[config.mk]
export PLATFORM = sky130hd
export DESIGN_NAME = trap_mailbox
export DESIGN_NICKNAME = d
export VERILOG_FILES = /design/src/rtl/trap_pkg.sv /design/src/rtl/trap_slots.sv /design/src/rtl/trap_host_port.sv /design/src/rtl/trap_mailbox.sv
export SDC_FILE = /design/constraint.sdc
export NUM_CORES = 1
export LEC_CHECK = 0
export BUFFER_PORTS_ARGS = -buffer_cell sky130_fd_sc_hd__clkbuf_2
export CORE_UTILIZATION = 47
export DETAILED_ROUTE_END_ITERATION = 8
export GPL_ROUTABILITY_DRIVEN = 0
export GPL_TIMING_DRIVEN = 0
export PLACE_DENSITY_LB_ADDON = 0.2
export SLEW_MARGIN = 25
export SYNTH_ARGS = -nofsm -noshare
export SYNTH_HDL_FRONTEND = slang
export SYNTH_HIERARCHICAL = 1
export SYNTH_SLANG_ARGS = --single-unit
export TNS_END_PERCENT = 5
[constraint.sdc]
create_clock -name clk -period 5.8 [get_ports clk]
set_clock_uncertainty 0.2 [all_clocks]
set_input_delay 0.29 -clock clk [delete_from_list [all_inputs] [get_ports clk]]
set_output_delay 0.29 -clock clk [all_outputs]
set_load 0.02 [all_outputs]
[src/rtl/trap_pkg.sv]
package trap_pkg;
  localparam int SPACE_W = 4;
  localparam int OFF_W   = 16;
  localparam int GDATA_W = 16;
  localparam int HADDR_W = 6;
  localparam int HDATA_W = 32;
  localparam int HALF_W  = GDATA_W / 2;
  localparam int CTL_W   = 2;
  localparam int HLANE_LO = HDATA_W - GDATA_W;

  localparam logic [HADDR_W-1:0] OFS_STATUS = 6'h00;
  localparam logic [HADDR_W-1:0] OFS_CTRL   = 6'h10;
  localparam logic [HADDR_W-1:0] OFS_DATA   = 6'h20;
  localparam logic [HADDR_W-1:0] OFS_ADDR   = 6'h30;

  localparam int ST_VALID = 7;
  localparam int ST_WORD  = 6;
  localparam int ST_READ  = 4;

  typedef struct packed {
    logic               rd;
    logic               word;
    logic [SPACE_W-1:0] space;
    logic [OFF_W-1:0]   off;
    logic [GDATA_W-1:0] data;
  } trap_entry_t;

  // lane placement of guest write data as the host sees it
  function automatic logic [GDATA_W-1:0] place_wdata(input logic word, input logic odd,
                                                      input logic [GDATA_W-1:0] d);
    if (word) return d;
    if (odd)  return {d[HALF_W-1:0], {HALF_W{1'b0}}};
    return {{HALF_W{1'b0}}, d[HALF_W-1:0]};
  endfunction

  // byte reads see the host value on every lane
  function automatic logic [GDATA_W-1:0] spread_rdata(input logic word,
                                                       input logic [GDATA_W-1:0] d);
    if (word) return d;
    return {2{d[HALF_W-1:0]}};
  endfunction

  function automatic logic [7:0] pack_status(input logic v, input trap_entry_t e);
    logic [7:0] s;
    s = '0;
    if (v) begin
      s[ST_VALID]    = 1'b1;
      s[ST_WORD]     = e.word;
      s[ST_READ]     = e.rd;
      s[SPACE_W-1:0] = e.space;
    end
    return s;
  endfunction
endpackage

[src/rtl/trap_slots.sv]
module trap_slots
  import trap_pkg::*;
(
  input  logic        clk,
  input  logic        rst_n,
  input  logic        pop,
  input  logic        push,
  input  trap_entry_t push_e,
  output logic        cur_v,
  output trap_entry_t cur_e,
  output logic        pnd_v
);
  trap_entry_t pnd_e;
  logic        head_free;

  assign head_free = pop | ~cur_v;

  always_ff @(posedge clk or negedge rst_n) begin
    if (!rst_n) begin
      cur_v <= 1'b0;
      pnd_v <= 1'b0;
      cur_e <= '0;
      pnd_e <= '0;
    end else if (head_free) begin
      if (pnd_v) begin
        cur_v <= 1'b1;
        cur_e <= pnd_e;
        pnd_v <= push;
        if (push) pnd_e <= push_e;
      end else begin
        cur_v <= push;
        if (push) cur_e <= push_e;
      end
    end else if (push) begin
      pnd_v <= 1'b1;
      pnd_e <= push_e;
    end
  end


  behind_head_chk: assert property (@(posedge clk) disable iff (!rst_n) pnd_v |-> cur_v);

  no_overflow_chk: assert property (@(posedge clk) disable iff (!rst_n) (pnd_v && !pop) |-> !push);

  valid_drop_chk: assert property (@(posedge clk) disable iff (!rst_n)
    (pop && !pnd_v && !push) |=> !cur_v);

  promote_keep_chk: assert property (@(posedge clk) disable iff (!rst_n)
    (pop && pnd_v) |=> cur_v);
endmodule

[src/rtl/trap_host_port.sv]
module trap_host_port
  import trap_pkg::*;
(
  input  logic               clk,
  input  logic               rst_n,
  input  logic               h_sel,
  input  logic               h_wr,
  input  logic [HADDR_W-1:0] h_addr,
  input  logic [HDATA_W-1:0] h_wdata,
  input  logic               cur_v,
  input  trap_entry_t        cur_e,
  output logic [HDATA_W-1:0] h_rdata,
  output logic               ev_data_rd,
  output logic               ev_data_wr,
  output logic [GDATA_W-1:0] host_val,
  output logic [CTL_W-1:0]   ctl
);
  logic ev_ctl_wr;

  assign ev_data_rd = h_sel & ~h_wr & (h_addr == OFS_DATA);
  assign ev_data_wr = h_sel &  h_wr & (h_addr == OFS_DATA);
  assign ev_ctl_wr  = h_sel &  h_wr & (h_addr == OFS_CTRL);
  assign host_val   = h_wdata[HLANE_LO +: GDATA_W];

  always_ff @(posedge clk or negedge rst_n) begin
    if (!rst_n)         ctl <= '0;
    else if (ev_ctl_wr) ctl <= h_wdata[HLANE_LO +: CTL_W];
  end

  always_comb begin
    h_rdata = '0;
    if (h_sel && !h_wr) begin
      case (h_addr)
        OFS_STATUS: h_rdata[7:0]       = pack_status(cur_v, cur_e);
        OFS_CTRL:   h_rdata[CTL_W-1:0] = ctl;
        OFS_DATA:   if (cur_v) h_rdata[GDATA_W-1:0] = cur_e.data;
        OFS_ADDR:   if (cur_v) h_rdata[OFF_W-1:0]   = cur_e.off;
        default:    h_rdata = '0;
      endcase
    end
  end


  ctl_steady_chk: assert property (@(posedge clk) disable iff (!rst_n) !ev_ctl_wr |=> $stable(ctl));
endmodule

[src/rtl/trap_mailbox.sv]
module trap_mailbox
  import trap_pkg::*;
(
  input  logic        clk,
  input  logic        rst_n,
  input  logic        g_req,
  input  logic [3:0]  g_space,
  input  logic [15:0] g_off,
  input  logic        g_rd,
  input  logic        g_word,
  input  logic [15:0] g_wdata,
  output logic [15:0] g_rdata,
  output logic        g_ready,
  output logic        guest_hold,
  output logic        ctl_fast,
  output logic        ctl_pwr,
  input  logic        h_sel,
  input  logic        h_wr,
  input  logic [5:0]  h_addr,
  input  logic [31:0] h_wdata,
  output logic [31:0] h_rdata
);
  logic               cur_v, pnd_v;
  trap_entry_t        cur_e, push_e;
  logic               ev_data_rd, ev_data_wr;
  logic [GDATA_W-1:0] host_val;
  logic [CTL_W-1:0]   ctl;
  logic               rel_w, rel_r, pop, live, room_w, acc_w, acc_r, push;

  trap_host_port u_host (
    .clk(clk), .rst_n(rst_n), .h_sel(h_sel), .h_wr(h_wr), .h_addr(h_addr),
    .h_wdata(h_wdata), .cur_v(cur_v), .cur_e(cur_e), .h_rdata(h_rdata),
    .ev_data_rd(ev_data_rd), .ev_data_wr(ev_data_wr), .host_val(host_val), .ctl(ctl)
  );

  assign guest_hold = ~|ctl;
  assign ctl_pwr    = ctl[0];
  assign ctl_fast   = ctl[1];

  // host completion events
  assign rel_w = ev_data_rd & cur_v & ~cur_e.rd;
  assign rel_r = ev_data_wr & cur_v &  cur_e.rd;
  assign pop   = rel_w | rel_r;

  // guest capture: a request already acknowledged is masked by g_ready
  assign live   = g_req & ~guest_hold & ~g_ready;
  assign room_w = ~(cur_v & cur_e.rd) & (~pnd_v | pop);
  assign acc_w  = live & ~g_rd & room_w;
  assign acc_r  = live &  g_rd & ~cur_v;
  assign push   = acc_w | acc_r;

  always_comb begin
    push_e       = '0;
    push_e.rd    = g_rd;
    push_e.word  = g_word;
    push_e.space = g_space;
    push_e.off   = g_off;
    push_e.data  = g_rd ? '0 : place_wdata(g_word, g_off[0], g_wdata);
  end

  trap_slots u_slots (
    .clk(clk), .rst_n(rst_n), .pop(pop), .push(push), .push_e(push_e),
    .cur_v(cur_v), .cur_e(cur_e), .pnd_v(pnd_v)
  );

  always_ff @(posedge clk or negedge rst_n) begin
    if (!rst_n) begin
      g_ready <= 1'b0;
      g_rdata <= '0;
    end else begin
      g_ready <= acc_w | rel_r;
      if (rel_r) g_rdata <= spread_rdata(cur_e.word, host_val);
    end
  end


  ready_pulse_chk: assert property (@(posedge clk) disable iff (!rst_n) g_ready |=> !g_ready);

  read_alone_chk: assert property (@(posedge clk) disable iff (!rst_n) (cur_v && cur_e.rd) |-> !pnd_v);

  hold_no_capture_chk: assert property (@(posedge clk) disable iff (!rst_n)
    (guest_hold && !cur_v) |=> !cur_v);

  read_wait_chk: assert property (@(posedge clk) disable iff (!rst_n)
    (cur_v && cur_e.rd && !ev_data_wr) |=> !g_ready);
endmodule

**Word level (Yosys, flattened, before mapping)**

Index checks and enable logic that the tools add are counted.

- Output and inout port bits: 52
- Bits of input ports: 81
- Word-level logic and storage cells: 85
- Register bits: 97

- Reductions and logical operators: 8
- Bitwise operators: 29
- Eq/ne operators: 4
- Multiplexer cells: 29

Operators by type and width:

| kind | number |
|---|---|
| two-way mux 38 bit | 5 |
| two-way mux 16 bit | 10 |
| case mux 6 bit (3 select lines) | 1 |
| bitwise AND 1 bit | 17 |
| case mux 8 bit (2 select lines) | 1 |
| == test 6 bit, second input constant | 2 |
| two-way mux 1 bit | 9 |
| case mux 2 bit (4 select lines) | 1 |
| NOT 1 bit | 7 |
| == test 6 x 5 -> 1 bit, second input constant | 1 |
| logical NOT 6 bit | 1 |
| two-way mux 5 bit | 1 |
| bitwise OR 1 bit | 5 |
| nonzero test 2 bit | 2 |
| logical NOT 1 bit | 2 |
| two-way mux 2 bit | 1 |
| inequality test 2 x 1 -> 1 bit, second input constant | 1 |
| AND reduction 2 bit | 1 |
| OR reduction 2 bit | 1 |
| logical AND 1 bit | 1 |

**Logic depth before layout (Yosys ltp)**

Gate-level depths: netlist of the first run.

- Depth in word-level cells: 13
- Mapped depth: 11

**Modules after synthesis**

Netlist of the first run, hierarchy kept.

By module, submodules not included:

| module | area an instance (um^2) | instances | cells an instance | sequential area each (um^2) |
|---|---|---|---|---|
| trap_slots | 3447.1 | 1 | 210 | 1951.9 |
| trap_mailbox | 954.7 | 1 | 94 | 425.4 |
| trap_host_port | 726.9 | 1 | 94 | 50.0 |

**Least setup slack after synthesis of the first run**

Ideal clock, no wire load.

- Path kind: input -> register
- From: in h_addr[3]
- To: reg u_slots/cur_e[0] (netlist name)
- Setup slack: 3.288 ns
- Cell stages on the path: 11
- Path buffers: 2
- Setup time: 0.125 ns
- Data required time: 5.475 ns
- Data arrival time: 2.187 ns
- Cells stage by stage: nor4_4 > nand3_1 > nor2_1 > mux2i_1 > o21ai_1 > o211a_1 > nor2_1 > nor2_1 > buf_4 > buf_6 > mux2_4

- Longest elaborated chain between the ends: 11

RTL lines:

| element | RTL line | RTL |
|---|---|---|
| start, declared | trap_mailbox.sv:19 | `input logic [5:0] h_addr,` |
| == test 6 bit | trap_host_port.sv:21 | `assign ev_data_wr = h_sel & h_wr & (h_addr == OFS_DATA);` |
| bitwise AND 1 bit | trap_host_port.sv:21 |  |
| net ev_data_wr | trap_mailbox.sv:25 | `logic ev_data_rd, ev_data_wr;` |
| bitwise AND 1 bit (2 in a row) | trap_mailbox.sv:42 | `assign rel_r = ev_data_wr & cur_v & cur_e.rd;` |
| bitwise OR 1 bit | trap_mailbox.sv:43 | `assign pop = rel_w \| rel_r;` |
| bitwise OR 1 bit | trap_mailbox.sv:47 | `assign room_w = ~(cur_v & cur_e.rd) & (~pnd_v \| pop);` |
| bitwise AND 1 bit | trap_mailbox.sv:47 |  |
| bitwise AND 1 bit | trap_mailbox.sv:48 | `assign acc_w = live & ~g_rd & room_w;` |
| bitwise OR 1 bit | trap_mailbox.sv:50 | `assign push = acc_w \| acc_r;` |
| net push | trap_mailbox.sv:28 | `logic rel_w, rel_r, pop, live, room_w, acc_w, acc_r, push;` |
| nonzero test 2 bit (no line) | -- |  |
| AND reduction 2 bit (no line) | -- |  |

The timed path passes the listed nets, and every way through them passes these cells.
A chain may end at the register's enable or synchronous reset.

**Final worst setup path of the first run**

- From: in h_addr[3]
- To: reg u_slots/cur_e[16] (netlist name)

- Longest elaborated chain between the ends: 11

RTL lines:

| element | RTL line | RTL |
|---|---|---|
| == test 6 bit | trap_host_port.sv:20 | `assign ev_data_rd = h_sel & ~h_wr & (h_addr == OFS_DATA);` |
| bitwise AND 1 bit | trap_host_port.sv:20 |  |
| net ev_data_rd | trap_mailbox.sv:25 |  |
| bitwise AND 1 bit (2 in a row) | trap_mailbox.sv:41 | `assign rel_w = ev_data_rd & cur_v & ~cur_e.rd;` |
| bitwise OR 1 bit | trap_mailbox.sv:43 |  |
| bitwise OR 1 bit | trap_mailbox.sv:47 |  |
| bitwise AND 1 bit | trap_mailbox.sv:47 |  |
| bitwise AND 1 bit | trap_mailbox.sv:48 |  |
| bitwise OR 1 bit | trap_mailbox.sv:50 |  |
| net push | trap_mailbox.sv:28 |  |
| nonzero test 2 bit (no line) | -- |  |
| AND reduction 2 bit (no line) | -- |  |

The timed path passes the listed nets, and every way through them passes these cells.

==> flow_metrics.py, run 1 <==
metrics = {
    "status": {
        "run_status": "complete, no violations",
    },
    "sta": {
        "period_minus_ws_final_ns": 2.623,
        "fin_crit_share_pct": 45.23,
        "finalHoldWorstSlack_ns": 0.02835,
        "slew_violations": 0,
        "setup_viol_count_final": 0,
        "setup-tns-final_ns": 0,
        "grt_setup_unrepaired": "no",
        "timing.fmax_mhz": 381.2,
        "slew_headroom_pct": 63.64,
        "finalHoldViolations": 0,
        "timing_worst_slew_pin_value_ns": 0.5455,
    },
    "worst_hold_path": {
        "hold_path_depth": 3,
        "hold_path.startpoint": "h_wdata[25]",
        "holdCritPathClass": "in2reg",
        "min_delay_worst_endpoint": "g_rdata[9]$_DFFE_PN0P_",
    },
    "global_routing": {
        "global_route_wire_length_before_repair_mm": 17.08,
        "grt_pass1_vias": 3388,
        "initial_antenna_violation_count": 0,
        "overflow": 0,
        "global_route.usage.total_pct": 19.60,
        "pin_count_of_the_biggest_net_entering_global_routing": 73,
    },
    "clocking": {
        "cts_root_buffer": "sky130_fd_sc_hd__clkbuf_8",
        "cts-htree-levels": 3,
        "clkTransAtPathRegs_ns": 0.09,
        "worstSkewPairLatency_ns": 0.35,
        "tritoncts.num_buffers": 9,
        "clockBufferDepth": 2,
        "clock_sink_count": 97,
        "tritoncts_clock_tree": "built",
    },
    "power": {
        "areal_power_density_over_the_cells_nw_per_um2": 341.1,
        "vdd_ir_drop_max_uv": 206.1,
        "total_power_w": 0.002149,
        "power.leakage_nw": 3.158,
    },
    "route": {
        "remaining_drc_errors": 0,
        "drt_first_iter_violations": 88,
        "drt-vias-per-instance": 5.006,
        "detailed_router_iteration_count_before_antenna_repair": 4,
        "ant_nets": 0,
        "wl_per_cell_microns": 15.58,
        "detailroute.via_count": 3404,
        "routed_wl_mm": 10.60,
    },
    "yosys": {
        "synth.mux.area_fraction_pct": 33.74,
        "netlist_instances": 398,
        "synth-edff-count": 0,
        "synth-xor-area-share_pct": 0,
        "synthTopCellsByArea": "sky130_fd_sc_hd__dfrtp_1 (47%), sky130_fd_sc_hd__mux2_2 (21%), sky130_fd_sc_hd__mux2_4 (6.7%), sky130_fd_sc_hd__buf_4 (5.1%), sky130_fd_sc_hd__mux2i_1 (3.5%)",
        "syn_avg_cell_area_sq_um": 12.89,
        "synth-seq-area-share_pct": 47.33,
        "synth_top_cell_by_area": "sky130_fd_sc_hd__dfrtp_1",
        "most_common_flop_cell_mapped_by_yosys": "sky130_fd_sc_hd__dfrtp_1",
        "synth_simple_gate_area_share_pct": 7.002,
        "ys_warn_count": 6,
        "dominant_combinational_cell_family_by_area_after_synthesis": "multiplexers",
        "mappedNetlistArea_sq_um": 5129,
        "synth_fa_ha_area_share_pct": 0.1952,
        "synth.top_cell.area_share_pct": 47.33,
        "total_of_flip_flops_plus_latches_after_synthesis": 97,
        "async_flop_share_pct": 100.0,
        "ys_types": 38,
        "synth-compound-area-share_pct": 3.806,
    },
    "worst_setup_path": {
        "cp_data_arrival_time_ns": 2.66,
        "cp-end-kind": "flip-flop",
        "crit-reg2reg-launch": "u_host/ctl[0]$_DFFE_PN0P_",
        "path_class": "in2reg",
        "startpoint_class_of_the_critical_path": "primary input",
        "rr_endpoint": "u_slots/cur_e[16]$_DFFE_PN0P_",
        "worst_r2r_path_cells": 8,
        "timing.reg2reg.setup_slack_ns": 3.42,
        "path_max_fanout": 10,
        "worst_endpoint_required_time_ns": 5.83,
    },
    "floorplanning": {
        "floorplan.initialDensity_pct": 49.02,
        "io_pins": 133,
        "die-area_sq_um": 11330,
        "die_h_microns": 106.5,
        "floorplan.die.width_microns": 106.5,
        "core_region_area_sq_um": 10460,
        "row_count": 37,
    },
    "layout": {
        "post_route_cells_drive_above_1_share_pct": 50.92,
        "area_growth_syn_to_layout_pct": 22.83,
        "insertedDiodeCount": 0,
        "finalCoreUtilization_pct": 60.21,
        "stdcell_area_sq_um": 6300,
        "final-seq-area_sq_um": 2427,
        "multi_input_comb_area_sq_um": 2355,
        "fillCellCount": 895,
        "final_nets": 620,
    },
    "placement": {
        "port_buffers": 86,
        "hpwlAfterDp_mm": 7.727,
        "dpl_cell_area_sq_um": 5822,
    },
    "job": {
        "maximum_capacitance_violations": 0,
    },
}
==> how the worst max path moves through the flow <==
stage,endpoint,startpoint
global placement,u_slots/cur_e[11]$_DFFE_PN0P_,h_addr[3]
detailed placement,u_slots/cur_e[14]$_DFFE_PN0P_,h_addr[3]
finish,u_slots/cur_e[16]$_DFFE_PN0P_,h_addr[3]
CTS,u_slots/cur_e[16]$_DFFE_PN0P_,h_addr[3]
floorplan,u_slots/cur_e[0]$_DFFE_PN0P_,h_addr[3]
global route,u_slots/cur_e[17]$_DFFE_PN0P_,h_addr[3]
==> through the flow <==
stage                     instances  setup WS [ns]
after floorplan                 413          3.288
after global placement          635          2.896
after detailed placement        636          2.834
after CTS                       680          3.200
after global routing            680          3.034
final                           680          3.177
==> where the power goes <==
| group | leakage (nW) | internal, W | switching (W) | total, W |
|---|---|---|---|---|
| clock network | 0.0888 | 0.000212 | 0.000225 | 0.000437 |
| logic | 1.80 | 0.000416 | 0.000264 | 0.000680 |
| registers | 1.27 | 0.000900 | 0.000132 | 0.00103 |
| total | 3.16 | 0.00153 | 0.000622 | 0.00215 |
==> final cells by class <==
cell class / instances / share of cell area, %
Buffer: 53 / 6.276
Clock buffer: 12 / 2.304
Clock inverter: 4 / 0.8342
Inverter: 2 / 0.1192
Multi-Input combinational cell: 261 / 37.38
Sequential cell: 97 / 38.53
Tap cell: 136 / 2.701
Timing Repair Buffer: 115 / 11.86
==> routing by layer <==
layer | track usage [%] | vias up | wire (microns)
met5 | 0 | - | 0
met4 | 3.523 | 0 | 54
met3 | 4.108 | 4 | 415
met2 | 32.65 | 81 | 5157
met1 | 26.65 | 1674 | 4970
li1 | - | 1645 | -
==> cells in the mapped netlist (3+ instances only) <==
cell	n
sky130_fd_sc_hd__and2_1	9
sky130_fd_sc_hd__a22oi_1	11
sky130_fd_sc_hd__mux2i_1	18
sky130_fd_sc_hd__nor2_1	27
sky130_fd_sc_hd__o21ai_0	9
sky130_fd_sc_hd__nand2_1	10
sky130_fd_sc_hd__nor3_1	3
sky130_fd_sc_hd__buf_2	9
sky130_fd_sc_hd__mux2_4	23
sky130_fd_sc_hd__mux2_2	95
sky130_fd_sc_hd__nor2b_1	3
sky130_fd_sc_hd__buf_4	35
sky130_fd_sc_hd__dfrtp_1	97
sky130_fd_sc_hd__buf_6	7
sky130_fd_sc_hd__mux2_1	12
==> what timing repair did <==
action                    4_1_cts  5_1_grt
gates resized for setup         0        0
hold endpoints to repair      124        0
hold buffers                   28        0
setup buffers                   0        0
==> critical path, stage by stage <==
cell and delay, ns:
sky130_fd_sc_hd__clkbuf_2 0.10, sky130_fd_sc_hd__nor4_4 0.41, sky130_fd_sc_hd__nand2_1 0.17, sky130_fd_sc_hd__nor3_1 0.20, sky130_fd_sc_hd__mux2i_1 0.12, sky130_fd_sc_hd__o21ai_1 0.19, sky130_fd_sc_hd__o211a_1 0.20, sky130_fd_sc_hd__nor2_1 0.06
sky130_fd_sc_hd__nor2_1 0.13, sky130_fd_sc_hd__buf_4 0.23, sky130_fd_sc_hd__buf_6 0.20, sky130_fd_sc_hd__mux2_2 0.35
==> cells in the final DEF (no fill, tap or decap), types with 2 or more instances in the layout <==
cell type                       instances
sky130_fd_sc_hd__a21oi_1                2
sky130_fd_sc_hd__clkinvlp_4             3
sky130_fd_sc_hd__nor2_1                27
sky130_fd_sc_hd__mux2_2                95
sky130_fd_sc_hd__dlygate4sd3_1         28
sky130_fd_sc_hd__nand2_1               10
sky130_fd_sc_hd__inv_1                  2
sky130_fd_sc_hd__buf_4                 35
sky130_fd_sc_hd__mux2_4                23
sky130_fd_sc_hd__mux2_1                12
sky130_fd_sc_hd__a222oi_1               2
sky130_fd_sc_hd__clkbuf_2              86
sky130_fd_sc_hd__a22oi_1               11
sky130_fd_sc_hd__and2_1                 9
sky130_fd_sc_hd__buf_2                  9
sky130_fd_sc_hd__nand2b_1               2
sky130_fd_sc_hd__o21ai_0                9
sky130_fd_sc_hd__dfrtp_1               97
sky130_fd_sc_hd__nand3_1                2
sky130_fd_sc_hd__nor2b_1                3
sky130_fd_sc_hd__buf_6                  7
sky130_fd_sc_hd__o21ai_1                2
sky130_fd_sc_hd__conb_1                16
sky130_fd_sc_hd__mux2i_1               18
sky130_fd_sc_hd__clkbuf_8              11
sky130_fd_sc_hd__nand3_2                2
sky130_fd_sc_hd__nor3_1                 3
sky130_fd_sc_hd__clkbuf_1               3
==> cells by family after synthesis <==
logic type / Yosys count
compound gates: 29
fa+ha+maj: 1
buf+inv: 55
flops: 97
mux: 148
other cells: 1
simple gates: 67
==> state kept, by name (all words and copies together), names as in the netlist <==
signal	count
g_ready	1
u_slots/pnd_e	38
u_slots/cur_v	1
g_rdata	16
u_host/ctl	2
u_slots/pnd_v	1
u_slots/cur_e	38
(Power assumes the default switching activity.)
==> inputs of run 2 (changes only) <==
==> constraint.sdc (replaced) <==
create_clock -name clk -period 2.33 [get_ports clk]
set_clock_uncertainty 0.2 [all_clocks]
set_input_delay 0.1165 -clock clk [delete_from_list [all_inputs] [get_ports clk]]
set_output_delay 0.1165 -clock clk [all_outputs]
set_load 0.02 [all_outputs]
==> run 2 against run 1 <==
  * Total power increased to 2.5 times the previous value
  * Worst setup slack worse by 3.1 ns
  * Cell area is 6.3% higher
  * Core utilization is 3.8 points higher
  * Clock-buffer cell count down 2
  * Sequential share of layout area shrank 2.2 points
  * Highest routed layer unchanged
==> flow_metrics.py, run 2 (synthesis gave the netlist of run 1 again) <==
metrics = {
    "status": {
        "run_status": "complete, no violations",
    },
    "worst_setup_path": {
        "timing.reg2reg.setup_slack_ns": 0.09,
        "path_max_fanout": 7,
        "cp-end-kind": "flip-flop",
        "timing.critical_path.cells": "clkbuf_2, nor4_4, nand2_2, nor3_2, mux2i_2, o21ai_1, o211a_1, nor2_2, nor2_2, buf_6, clkbuf_16, mux2_4",
        "path_class": "in2reg",
        "crit_path_leading_delay_family": "simple AND/OR/NAND/NOR gates",
        "worst_endpoint_required_time_ns": 2.37,
        "cp_data_arrival_time_ns": 2.33,
        "crit_top_cell": "sky130_fd_sc_hd__nor2_2",
        "startpoint_class_of_the_critical_path": "primary input",
        "critPathMaxStageDelay_ns": 0.38,
        "crit_slowest_cell": "sky130_fd_sc_hd__nor4_4",
        "path_buf_inv": 3,
    },
    "sta": {
        "fin_crit_share_pct": 98.19,
        "finalHoldViolations": 0,
        "finalHoldWorstSlack_ns": 0.01115,
        "setup_viol_count_final": 0,
        "period_minus_ws_final_ns": 2.288,
        "timing.fmax_mhz": 437.1,
        "setup-tns-final_ns": 0,
        "fin_ws_ns": 0.04228,
        "slew_violations": 0,
        "timing_worst_slew_pin_value_ns": 0.5140,
        "slew_headroom_pct": 65.73,
        "grt_setup_unrepaired": "yes",
    },
    "layout": {
        "layout_common_cells": "sky130_fd_sc_hd__dfrtp_1 (96), sky130_fd_sc_hd__mux2_2 (90), sky130_fd_sc_hd__clkbuf_2 (86)",
        "post_route_cells_drive_above_1_share_pct": 51.39,
        "non_filler_instances": 712,
        "top_regs": "u_slots/cur_e: 38 flops, u_slots/pnd_e: 38 flops, g_rdata: 16 flops",
        "final_nets": 652,
        "insertedDiodeCount": 0,
        "mostFrequentLayoutCell": "sky130_fd_sc_hd__dfrtp_1",
        "area_growth_syn_to_layout_pct": 30.52,
    },
    "route": {
        "detailed_router_iteration_count_before_antenna_repair": 5,
        "routed_wl_mm": 11.64,
        "ant_nets": 0,
        "remaining_drc_errors": 0,
        "detailroute.via_count": 3625,
        "drt-vias-per-instance": 5.091,
        "wl_per_cell_microns": 16.35,
        "drt_first_iter_violations": 123,
    },
    "global_routing": {
        "initial_antenna_violation_count": 0,
        "overflow": 0,
        "global_route.usage.total_pct": 20.60,
        "grt_pass1_vias": 3690,
        "global_route_wire_length_before_repair_mm": 18.02,
        "pin_count_of_the_biggest_net_entering_global_routing": 77,
    },
    "power": {
        "combPwrFrac_pct": 33.0,
        "p_sw_share_pct": 29.64,
        "cellInternalPower_w": 0.003849,
        "clock_power_share_pct": 19.9,
        "vdd_ir_drop_max_uv": 438.8,
        "power.leakage_nw": 3.325,
        "power_switching_w": 0.001622,
        "areal_power_density_over_the_cells_nw_per_um2": 817.2,
        "p_seq_share_pct": 47.2,
        "total_power_w": 0.005470,
    },
    "clocking": {
        "clkTransAtPathRegs_ns": 0.09,
        "tritoncts_clock_tree": "built",
        "worstSkewPairLatency_ns": 0.36,
        "tritoncts.num_buffers": 9,
        "cts_root_buffer": "sky130_fd_sc_hd__clkbuf_8",
        "clockBufferDepth": 2,
        "clock_sink_count": 97,
        "cts-htree-levels": 3,
    },
    "floorplanning": {
        "die_h_microns": 106.5,
        "die-area_sq_um": 11330,
        "floorplan.initialDensity_pct": 49.02,
        "io_pins": 133,
        "core_region_area_sq_um": 10460,
        "row_count": 37,
        "floorplan.die.width_microns": 106.5,
    },
    "worst_hold_path": {
        "holdCritPathClass": "in2reg",
    },
    "placement": {
        "port_buffers": 86,
        "dpl_worst_slack_ns": -0.4447,
        "hpwlAfterDp_mm": 7.816,
        "numPlacedInstances": 636,
    },
    "job": {
        "maximum_capacitance_violations": 0,
    },
}
==> run 2: routing by layer <==
layer  track usage [%]  part of all wire, %  vias to the layer above
met5                 0                    0                        -
met4             6.262                  1.7                        0
met3             2.452                  4.2                       20
met2             35.39                   49                      105
met1             27.25                   45                     1787
li1                  -                    -                     1713
==> run 2: path summary, 6_finish.rpt <==
check / start / cells after the start / to
worst max-delay path: h_addr[0] / 12 / u_slots/cur_e[10]$_DFFE_PN0P_
worst min-delay path: g_wdata[13] / 4 / u_slots/pnd_e[13]$_DFFE_PN0P_
worst max register to register: u_slots/cur_e[37]$_DFFE_PN0P_ / 7 / u_slots/pnd_e[12]$_DFFE_PN0P_
worst min register to register: g_rdata[13]$_DFFE_PN0P_ / 2 / g_rdata[13]$_DFFE_PN0P_
max in group asynchronous: rst_n / 3 / u_slots/pnd_e[8]$_DFFE_PN0P_
min in group asynchronous: rst_n / 3 / u_slots/pnd_e[35]$_DFFE_PN0P_
==> run 2: stage by stage <==
step / utilization (%) / instance area [sq um]
CTS: 62.75 / 6565
finish: 63.98 / 6694
floorplan: - / 5187
global route: 63.98 / 6694
detailed placement: 55.67 / 5824
global placement: 55.32 / 5788
==> run 2: area by class of cell <==
| cell class | instances | area (sq um) |
|---|---|---|
| clock inverters | 6 | 68.82 |
| multi-input cells | 261 | 2401 |
| clock buffers | 10 | 127.6 |
| inverters | 2 | 7.507 |
| well taps | 136 | 170.2 |
| plain buffers | 53 | 426.7 |
| flip-flops and latches | 97 | 2429 |
| repair buffers | 147 | 1064 |
| fillers | 844 | 3769 |
==> run 2: worst reg2reg max path: cells and delay by family, from the launching register on <==
kind	cells	cell delay [ns]
DFF	1	0.43
AOI/OAI and AO/OA	3	0.50
muxes	2	0.63
buffers and inverters	2	0.36
==> run 2: power groups by stage <==
stage	Combinational [W]	Sequential (W)	Clock (W)
global placement	0.00162	0.00258	0
CTS	0.00175	0.00257	0.00113
global route	0.00194	0.00265	0.00117
finish	0.00180	0.00258	0.00109
detailed placement	0.00167	0.00261	0
floorplan	0.00132	0.00250	0
==> run 2: repair_timing <==
| item | CTS | global route |
|---|---|---|
| pin swaps | 1 | 6 |
| hold endpoints to repair | 168 | 0 |
| cloned | 0 | 1 |
| gates resized for setup | 2 | 20 |
| buffers inserted | 2 | 5 |
| endpoints found under the setup margin | 20 | 51 |
| hold buffers | 52 | 0 |
